<file path="config.mk">
export PLATFORM = sky130hd
export DESIGN_NAME = spi_fe_top
export DESIGN_NICKNAME = d
export VERILOG_FILES = /design/src/rtl/spi_fe_pkg.sv /design/src/rtl/spi_fe_shifter.sv /design/src/rtl/spi_fe_regs.sv /design/src/rtl/spi_fe_top.sv
export SDC_FILE = /design/constraint.sdc
export NUM_CORES = 1
export LEC_CHECK = 0
export BUFFER_PORTS_ARGS = -buffer_cell sky130_fd_sc_hd__buf_2
export CAP_MARGIN = 10
export CORE_MARGIN = 5
export CORE_UTILIZATION = 60
export CTS_CLUSTER_DIAMETER = 200
export CTS_CLUSTER_SIZE = 40
export DETAILED_ROUTE_END_ITERATION = 8
export PLACE_DENSITY = 0.8
export SLEW_MARGIN = 10
export SYNTH_ARGS = -nofsm -noshare
export SYNTH_HDL_FRONTEND = slang
export SYNTH_SLANG_ARGS = --single-unit
</file>
<file path="constraint.sdc">
create_clock -name clk -period 3.1 [get_ports clk]
set_input_delay 0.155 -clock clk [delete_from_list [all_inputs] [get_ports clk]]
set_output_delay 0.155 -clock clk [all_outputs]
set_load 0.02 [all_outputs]
</file>
<file path="src/rtl/spi_fe_pkg.sv">
package spi_fe_pkg;
   localparam logic [7:0] OFF_CFG    = 8'h00;
   localparam logic [7:0] OFF_STS    = 8'h04;
   localparam logic [7:0] OFF_STS_EN = 8'h08;
   localparam logic [7:0] OFF_SIG_EN = 8'h0C;
   localparam logic [7:0] OFF_EN     = 8'h10;
   localparam logic [7:0] OFF_TX0    = 8'h14;
   localparam logic [7:0] OFF_RX     = 8'h24;

   localparam int STS_W        = 5;
   localparam int ST_TX_EMPTY  = 0;
   localparam int ST_TX_NFULL  = 1;
   localparam int ST_RX_NEMPTY = 2;
   localparam int ST_RX_NFULL  = 3;
   localparam int ST_OVF       = 4;

   localparam int CFG_CS_ASSERT = 0;
   localparam int CFG_CS_MAN    = 1;
   localparam int CFG_IDLE      = 16;

   typedef enum logic [1:0] {SH_IDLE, SH_LOW, SH_HIGH} sh_state_e;
endpackage

</file>
<file path="src/rtl/spi_fe_shifter.sv">
module spi_fe_shifter
   import spi_fe_pkg::*;
#(
   parameter int WORD_W   = 32,
   parameter int HALF_DIV = 2,
   localparam int BYTES   = WORD_W / 8,
   localparam int NB_W    = $clog2(BYTES + 1),
   localparam int BITS_W  = $clog2(WORD_W + 1),
   localparam int CNT_W   = (HALF_DIV > 1) ? $clog2(HALF_DIV) : 1
) (
   input  logic              clk,
   input  logic              rst_n,
   input  logic              start,
   input  logic [NB_W-1:0]   nbytes,
   input  logic [WORD_W-1:0] tx_word,
   input  logic              abort,
   input  logic              idle_lvl,
   input  logic              miso,
   output logic              sclk,
   output logic              mosi,
   output logic              busy,
   output logic              done,
   output logic [WORD_W-1:0] rx_word
);
   sh_state_e         state;
   logic [CNT_W-1:0]  cnt;
   logic [BITS_W-1:0] bits_left;
   logic [WORD_W-1:0] sh;
   logic [WORD_W-1:0] tx_swap;
   logic [7:0]        rx_byte;
   logic              half_end;

   // byte order reversal: lowest byte leaves first, MSB first inside a byte
   for (genvar b = 0; b < BYTES; b++) begin : g_swap
      assign tx_swap[WORD_W-1-8*b -: 8] = tx_word[8*b +: 8];
   end

   assign half_end = (cnt == CNT_W'(HALF_DIV - 1));
   assign done     = (state == SH_HIGH) && half_end && (bits_left == BITS_W'(1)) && !abort;
   assign busy     = (state != SH_IDLE);
   assign mosi     = (state == SH_IDLE) ? idle_lvl : sh[WORD_W-1];

   always_ff @(posedge clk or negedge rst_n) begin
      if (!rst_n) begin
         state     <= SH_IDLE;
         cnt       <= '0;
         bits_left <= '0;
         sh        <= '0;
         rx_byte   <= '0;
         rx_word   <= '0;
         sclk      <= 1'b0;
      end else if (abort) begin
         state <= SH_IDLE;
         cnt   <= '0;
         sclk  <= 1'b0;
      end else begin
         unique case (state)
            SH_IDLE: begin
               if (start) begin
                  sh        <= tx_swap;
                  bits_left <= BITS_W'(nbytes) << 3;
                  rx_word   <= '0;
                  cnt       <= '0;
                  state     <= SH_LOW;
               end
            end
            SH_LOW: begin
               if (half_end) begin
                  cnt     <= '0;
                  sclk    <= 1'b1;
                  state   <= SH_HIGH;
                  rx_byte <= {rx_byte[6:0], miso};
                  if (bits_left[2:0] == 3'd1)
                     rx_word <= {rx_byte[6:0], miso, rx_word[WORD_W-1:8]};
               end else begin
                  cnt <= cnt + CNT_W'(1);
               end
            end
            SH_HIGH: begin
               if (half_end) begin
                  cnt  <= '0;
                  sclk <= 1'b0;
                  if (bits_left == BITS_W'(1)) begin
                     state     <= SH_IDLE;
                     bits_left <= '0;
                  end else begin
                     state     <= SH_LOW;
                     sh        <= sh << 1;
                     bits_left <= bits_left - BITS_W'(1);
                  end
               end else begin
                  cnt <= cnt + CNT_W'(1);
               end
            end
            default: state <= SH_IDLE;
         endcase
      end
   end
endmodule

</file>
<file path="src/rtl/spi_fe_regs.sv">
module spi_fe_regs
   import spi_fe_pkg::*;
#(
   parameter int ADDR_W  = 8,
   parameter int WORD_W  = 32,
   localparam int BYTES  = WORD_W / 8,
   localparam int NB_W   = $clog2(BYTES + 1)
) (
   input  logic              clk,
   input  logic              rst_n,
   input  logic              psel,
   input  logic              penable,
   input  logic              pwrite,
   input  logic [ADDR_W-1:0] paddr,
   input  logic [WORD_W-1:0] pwdata,
   output logic [WORD_W-1:0] prdata,
   input  logic              busy,
   input  logic              done,
   input  logic [WORD_W-1:0] rx_word,
   output logic              start,
   output logic [NB_W-1:0]   nbytes,
   output logic [WORD_W-1:0] tx_word,
   output logic              abort,
   output logic              idle_lvl,
   output logic              ctl_en,
   output logic              man_en,
   output logic              man_as,
   output logic              irq
);
   logic             wr, rd, tx_hit, rx_pop;
   logic [BYTES-1:0] alias_hit;
   logic [STS_W-1:0] sts_en, sig_en, raw, vis;
   logic             ovf, rx_valid;
   logic [WORD_W-1:0] rx_q;

   assign wr = psel && penable && pwrite;
   assign rd = psel && penable && !pwrite;

   for (genvar k = 0; k < BYTES; k++) begin : g_alias
      assign alias_hit[k] = wr && (paddr == ADDR_W'(OFF_TX0 + 8'(4 * k)));
   end

   always_comb begin
      nbytes = '0;
      for (int k = 0; k < BYTES; k++)
         if (alias_hit[k]) nbytes = (k == 0) ? NB_W'(BYTES) : NB_W'(k);
   end

   assign tx_hit  = |alias_hit;
   assign start   = tx_hit && ctl_en && !busy;
   assign tx_word = pwdata;
   assign abort   = wr && (paddr == ADDR_W'(OFF_EN)) && !pwdata[0];
   assign rx_pop  = rd && (paddr == ADDR_W'(OFF_RX));

   always_comb begin
      raw = '0;
      raw[ST_TX_EMPTY]  = !busy;
      raw[ST_TX_NFULL]  = !busy;
      raw[ST_RX_NEMPTY] = rx_valid;
      raw[ST_RX_NFULL]  = !rx_valid;
      raw[ST_OVF]       = ovf;
   end
   assign vis = raw & sts_en;
   assign irq = |(vis & sig_en);

   always_ff @(posedge clk or negedge rst_n) begin
      if (!rst_n) begin
         man_as   <= 1'b0;
         man_en   <= 1'b0;
         idle_lvl <= 1'b0;
         ctl_en   <= 1'b0;
         sts_en   <= '0;
         sig_en   <= '0;
         ovf      <= 1'b0;
         rx_valid <= 1'b0;
         rx_q     <= '0;
      end else begin
         if (wr && paddr == ADDR_W'(OFF_CFG)) begin
            man_as   <= pwdata[CFG_CS_ASSERT];
            man_en   <= pwdata[CFG_CS_MAN];
            idle_lvl <= pwdata[CFG_IDLE];
         end
         if (wr && paddr == ADDR_W'(OFF_EN))     ctl_en <= pwdata[0];
         if (wr && paddr == ADDR_W'(OFF_STS_EN)) sts_en <= pwdata[STS_W-1:0];
         if (wr && paddr == ADDR_W'(OFF_SIG_EN)) sig_en <= pwdata[STS_W-1:0];
         if (tx_hit && ctl_en && busy)
            ovf <= 1'b1;
         else if (wr && paddr == ADDR_W'(OFF_STS) && pwdata[ST_OVF])
            ovf <= 1'b0;
         if (abort) begin
            rx_valid <= 1'b0;
         end else if (done) begin
            rx_valid <= 1'b1;
            rx_q     <= rx_word;
         end else if (rx_pop) begin
            rx_valid <= 1'b0;
         end
      end
   end

   always_comb begin
      prdata = '0;
      if (paddr == ADDR_W'(OFF_CFG)) begin
         prdata[CFG_CS_ASSERT] = man_as;
         prdata[CFG_CS_MAN]    = man_en;
         prdata[CFG_IDLE]      = idle_lvl;
      end else if (paddr == ADDR_W'(OFF_STS))    prdata[STS_W-1:0] = vis;
      else if (paddr == ADDR_W'(OFF_STS_EN))     prdata[STS_W-1:0] = sts_en;
      else if (paddr == ADDR_W'(OFF_SIG_EN))     prdata[STS_W-1:0] = sig_en;
      else if (paddr == ADDR_W'(OFF_EN))         prdata[0] = ctl_en;
      else if (paddr == ADDR_W'(OFF_RX))         prdata = rx_q;
   end
endmodule

</file>
<file path="src/rtl/spi_fe_top.sv">
module spi_fe_top #(
   parameter int ADDR_W   = 8,
   parameter int HALF_DIV = 2
) (
   input  logic              clk,
   input  logic              rst_n,
   input  logic              psel,
   input  logic              penable,
   input  logic              pwrite,
   input  logic [ADDR_W-1:0] paddr,
   input  logic [31:0]       pwdata,
   output logic [31:0]       prdata,
   output logic              spi_sclk,
   output logic              spi_cs_n,
   output logic              spi_mosi,
   input  logic              spi_miso,
   output logic              irq
);
   localparam int WORD_W = 32;
   localparam int BYTES  = WORD_W / 8;
   localparam int NB_W   = $clog2(BYTES + 1);

   if (HALF_DIV < 1) begin : g_bad_div
      $error("HALF_DIV must be at least 1");
   end
   if (ADDR_W < 6) begin : g_bad_addr
      $error("ADDR_W must cover offsets up to 0x24");
   end

   logic              start, abort, busy, done, idle_lvl;
   logic              ctl_en, man_en, man_as;
   logic [NB_W-1:0]   nbytes;
   logic [WORD_W-1:0] tx_word, rx_word;

   spi_fe_regs #(.ADDR_W(ADDR_W), .WORD_W(WORD_W)) u_regs (
      .clk(clk), .rst_n(rst_n), .psel(psel), .penable(penable), .pwrite(pwrite),
      .paddr(paddr), .pwdata(pwdata), .prdata(prdata),
      .busy(busy), .done(done), .rx_word(rx_word),
      .start(start), .nbytes(nbytes), .tx_word(tx_word), .abort(abort),
      .idle_lvl(idle_lvl), .ctl_en(ctl_en), .man_en(man_en), .man_as(man_as),
      .irq(irq)
   );

   spi_fe_shifter #(.WORD_W(WORD_W), .HALF_DIV(HALF_DIV)) u_shift (
      .clk(clk), .rst_n(rst_n), .start(start), .nbytes(nbytes), .tx_word(tx_word),
      .abort(abort), .idle_lvl(idle_lvl), .miso(spi_miso),
      .sclk(spi_sclk), .mosi(spi_mosi), .busy(busy), .done(done), .rx_word(rx_word)
   );

   always_ff @(posedge clk or negedge rst_n) begin
      if (!rst_n) spi_cs_n <= 1'b1;
      else        spi_cs_n <= !(ctl_en && man_en && man_as);
   end
endmodule

</file>
### After elaboration in Yosys (flattened, before gate mapping)

Index checks and enable logic that the tools add are counted.
W data, S select, Z words.

* register bits after elaboration: 130
* input bits: 46
* word-level logic and storage cells: 141

* add/subtract/negate cells: 2
* equality and inequality tests: 21
* mux-type cells: 49
* bitwise operators: 3
* reductions and logical operators: 49

Operators by type and width (number)
* $mux W32: 7
* $pmux W32 S2: 2
* $mux W27: 3
* $eq A8 B5 Y1 const B: 4
* $mux W31: 1
* $logic_and A1 B1 Y1: 23
* $mux W6: 3
* $eq A8 B4 Y1 const B: 2
* $eq A8 B6 Y1 const B: 2
* $mux W1: 15
* $mux W15: 1
* $mux W5: 3
* $mux W14: 1
* $mux W3: 4
* $pmux W6 S2: 1
* $and A5 B5 Y5: 2
* $mux W2: 5
* $reduce_and A5 Y1: 2
* $reduce_and A3 Y1: 3
* $reduce_bool A3 Y1: 3
* $eq A8 B3 Y1 const B: 1
* $logic_not A8 Y1: 1
* $reduce_bool A2 Y1: 4
* $eq A6 B1 Y1 const B: 1
* 19 further kinds: 30

### Longest topological paths before layout

* depth after elaboration: 9
* gate-level depth with buffers: 8
* depth with buffers taken out: 7

### Modules after synthesis

Synthesis repeated with hierarchy kept, for this count alone.

* cells, all modules: 643
* area total of the unflattened synthesis: 7036.7 sq um

Modules (own cells, without submodules)
* spi_fe_shifter: instances 1, cells an instance 394, area each 4252.8 sq um, sequential area each 2026.9 sq um
* spi_fe_regs: instances 1, cells an instance 247, area each 2752.6 sq um, sequential area each 1201.2 sq um
* spi_fe_top: instances 1, cells an instance 2, area each 31.3 sq um, sequential area each 26.3 sq um

### Least setup slack after synthesis

No wires, ideal clock.

* kind: input -> register
* start: input port paddr[1]
* end: register u_shift.sh[10]
* arrival time: 2084 ps
* data required time: 2975 ps
* slack: 891 ps
* cell stages on the path: 7
* cell sequence: or4_1 -> buf_2 -> or3_4 -> o21ai_4 -> nand3_4 -> buf_6 -> mux2_4

* longest elaborated chain between the ends: 7
* elaborated cells on any way between the ends: 17
* those cells by class: 6 x eq/ne; 1 x bitwise; 10 x reduce/logical

Ends and longest elaborated chain
* start: declaration: line spi_fe_top.sv:10 `input logic [ADDR_W-1:0] paddr,`
* $eq A8 B5 Y1 / $eq A8 B6 Y1 (equally long branches): line spi_fe_regs.sv:40 `assign alias_hit[k] = wr && (paddr == ADDR_W'(OFF_TX0 + 8'(4 * k)));`
* $logic_and A1 B1 Y1: line spi_fe_regs.sv:40
* $reduce_or A4 Y1: line spi_fe_regs.sv:49 `assign tx_hit = |alias_hit;`
* $logic_and A1 B1 Y1 (2 in a row): line spi_fe_regs.sv:50 `assign start = tx_hit && ctl_en && !busy;`
* $ne A2 B2 Y1 (no line)
* $reduce_and A5 Y1 (no line) *
* end signal: assignment: line spi_fe_shifter.sv:60 `sh <= tx_swap;`
* end signal: assignment: line spi_fe_shifter.sv:88 `sh <= sh << 1;`
* end: declaration: line spi_fe_shifter.sv:28 `logic [WORD_W-1:0] sh;`

Every way passes the cells marked *; elsewhere a longest branch is shown, timed or not.
A chain may end at the register's enable or synchronous reset.

### Worst setup path in the final report

* start: register u_shift.state[0]
* end: output port prdata[1]

* longest elaborated chain between the ends: 5

Ends and longest elaborated chain
* start: declaration: line spi_fe_shifter.sv:25 `sh_state_e state;`
* start signal: assignment: line spi_fe_shifter.sv:45 `state <= SH_IDLE;`
* start signal: assignment: line spi_fe_shifter.sv:53 `state <= SH_IDLE;`
* start signal: assignment: line spi_fe_shifter.sv:64 `state <= SH_LOW;`
* $reduce_bool A2 Y1: line spi_fe_shifter.sv:40 `assign busy = (state != SH_IDLE);`
* $logic_not A1 Y1: line spi_fe_regs.sv:58 `raw[ST_TX_NFULL] = !busy;`
* $and A5 B5 Y5: line spi_fe_regs.sv:63 `assign vis = raw & sts_en;`
* $mux W5: line spi_fe_regs.sv:107 `end else if (paddr == ADDR_W'(OFF_STS)) prdata[STS_W-1:0] = vis;`
* $mux W2: line spi_fe_regs.sv:103 `if (paddr == ADDR_W'(OFF_CFG)) begin`
* end: declaration: line spi_fe_top.sv:12 `output logic [31:0] prdata,`

No other way between the ends.

==> out/qor.yml <==
synth.cell_area_mm2: 0.00650
cp-end-kind: "output pin"
dr_total_vias: 4526
fin_crit_ps: 2670
reg2reg_to: "u_shift.bits_left[1]"
drive_gt1_share_pct: 37.7
cts_buffers: 17
skew_ps: 20.5
finalNonFillerCells: 805
cts_root_buf: "clkbuf_8"
worst_hold_slack_ps: 33.6
portBuffers: 81
fillCellCount: 723
synth-edff-count: 0
insertion_delay_ps: 520
final.setup.tns_ps: 0
firstDrtPassIters: 5
fp.dieH_um: 114
p_leak_nw: 3.94
start_kind: "flop"
critPathMaxStageDelay_ps: 510
synthFlopType: "dfrtp_1"
seq_area_frac_synth_pct: 50.1
antenna_found_initial: 0
dp.cells: 739
critical_path.cell_chain: "inv_1 > ha_1 > a311oi_1 > a211oi_1 > a21o_1 > buf_2"
grt_pass1_wl_um: 24400
hold_viol: 0
holdPathStages: 3
drv_slew: 0
coreArea_mm2: 0.0107
async_reset_ff_share_pct: 100
crit_required_ps: 2940
min_from: "pwdata[7]"
first_global_vias: 4711
hp-class: "input pin to flop"
nNetsFinal: 705
setup_viol: 0
yosysMostFrequentCell: "dfrtp_1"
setup_slack_ps: 435
synth.distinct_cells: 49
crit_family: "compound AO/OA/AOI/OAI gates"
crit_fanout: 10
cts_sinks: 130
syn_avg_cell_area_um2: 12.1
outcome: "complete, no violations"
tightestPinTransition_ps: 759
pre_cts_slack_ps: 569
r2r-start: "u_shift.state[0]"
clockBufferDepth: 2
fin_crit_sh_pct: 86.0
yosys-top-cells-area: "dfrtp_1 50%, mux2_2 16%, mux2_4 6.9%, mux2i_1 5.2%, nand2_1 2.5%"
stdcell_area_mm2: 0.00800
fmax_ghz: 0.375
yosys_warnings: 0
drtAntennaViolNets: 0
die_x_um: 114
critPathKind: "flop to output pin"
route.detailed.drc: 0
start_util_pct: 60.5
dp_hpwl_um: 8950
syn_inst: 537
whs_endpoint: "u_shift.sh[31]"
synth_top_cell_area_share_pct: 49.7
ys_ff_latch: 130
grt_setup_unrepaired: "false"
globalplace.congestion: 0.862
track_usage_pct: 23.7
antennaDiodeCount: 0
yosys.area.top_type: "dfrtp_1"
rows: 38
cts_tree: "done"
place_area_mm2: 0.00704
post_cts_resized: 0
ir_worst_vdd_mv: 0.507
power_density_mw_per_mm2: 800
ios: 82
reg2reg_depth: 6
first_iter_violations: 283
grt_max_degree: 99
clk_pin_slew_ps: 60
synth_fp_nets: 590
die_area_mm2: 0.0130
power_mw: 6.40
cp.arrival_ps: 2510
rrSetupSlack_ps: 760
htreeDepth: 4
vias_per_cell: 5.62
max_cap_viol_count: 0
worst_path_max_delay_cell: "a211oi_1"
final_core_util_pct: 74.5
slew_headroom_pct: 49.1
finalWirelength_um: 14400
wl_per_cell_um: 17.9
overflow: 0
area_growth_syn_to_layout_pct: 23.1
cp.buffers_inverters: 2
synth_common_cells: "129 x dfrtp_1, 90 x mux2_2, 44 x nand2_1"
-- routing by layer --
metal | vias to the layer above | GRT usage (%) | wire (µm) | share of wire, %
li1 | 2103 | - | - | -
met1 | 2286 | 32.6 | 6510 | 45
met2 | 121 | 37.6 | 7120 | 49
met3 | 16 | 6.08 | 631 | 4.4
met4 | 0 | 6.49 | 184 | 1.3
met5 | - | 0 | 0 | 0
-- cells in the final DEF (no fill, tap or decap), types with 6 or more instances in the layout --
| cell type | n |
|---|---|
| dfrtp_1 | 129 |
| mux2_2 | 90 |
| buf_2 | 80 |
| nand2_1 | 44 |
| inv_1 | 39 |
| mux2i_1 | 34 |
| dlygate4sd3_1 | 34 |
| mux2_4 | 30 |
| and2_1 | 26 |
| clkbuf_16 | 16 |
| nand3_1 | 14 |
| o21ai_0 | 11 |
| nor2_1 | 9 |
| buf_4 | 8 |
| nor2b_1 | 7 |
| a21oi_1 | 7 |
| nor3_1 | 6 |
| ha_1 | 6 |
-- worst reg2reg max path, stage by stage (launching register included) --
cell and delay, ps:
dfrtp_1 440, inv_1 130, ha_1 470, nor2_1 110
a211oi_1 630, nand2_1 270, mux2i_1 170
-- where the power goes --
part / internal [mW] / switching [mW]
Sequential: 2.18 / 0.317
Combinational: 1.01 / 0.794
Clock: 1.35 / 0.745
Total: 4.54 / 1.86
-- final cells by class --
type / instances / area, µm² / share of cell area, %
clock inverter: 12 / 178 / 2.22
timing repair buffer: 124 / 841 / 10.5
tap: 140 / 175 / 2.19
clock buffer: 20 / 445 / 5.57
multi-input combinational: 340 / 2960 / 37.0
sequential: 130 / 3250 / 40.7
inverter: 39 / 146 / 1.83
-- state kept, by name, summed over array words and instances (netlist names), 2 cells and up --
register	count
u_regs.rx_q	32
u_regs.sig_en	5
u_regs.sts_en	5
u_shift.bits_left	6
u_shift.rx_byte	7
u_shift.rx_word	32
u_shift.sh	32
u_shift.state	2
-- cells by family after synthesis --
group / Yosys count / share of synthesized area (%)
XOR/XNOR: 1 / 0.135
flip-flops: 130 / 50.1
adder cells (fa/ha/maj): 7 / 1.35
buffers and inverters: 67 / 4.64
AND/OR/NAND/NOR: 128 / 10.6
multiplexers: 154 / 27.8
AO/OA/AOI/OAI: 50 / 5.43
-- timing repair --
action | in CTS | in global routing
hold buffers | 34 | 0
hold endpoints to repair | 74 | 0
setup buffers | 0 | 0
-- worst max-delay path by stage --
| stage | cells after the start | from | slack (ps) | end |
|---|---|---|---|---|
| floorplan | 7 | paddr[1] | 890 | u_shift.sh[10] |
| global placement | 7 | paddr[1] | 620 | u_shift.rx_word[28] |
| detailed placement | 7 | paddr[1] | 570 | u_shift.sh[21] |
| CTS | 6 | u_shift.state[0] | 450 | prdata[1] |
| global route | 6 | u_shift.state[0] | 330 | prdata[1] |
| finish | 6 | u_shift.state[0] | 430 | prdata[1] |
Power figures use the tool's default switching activity.
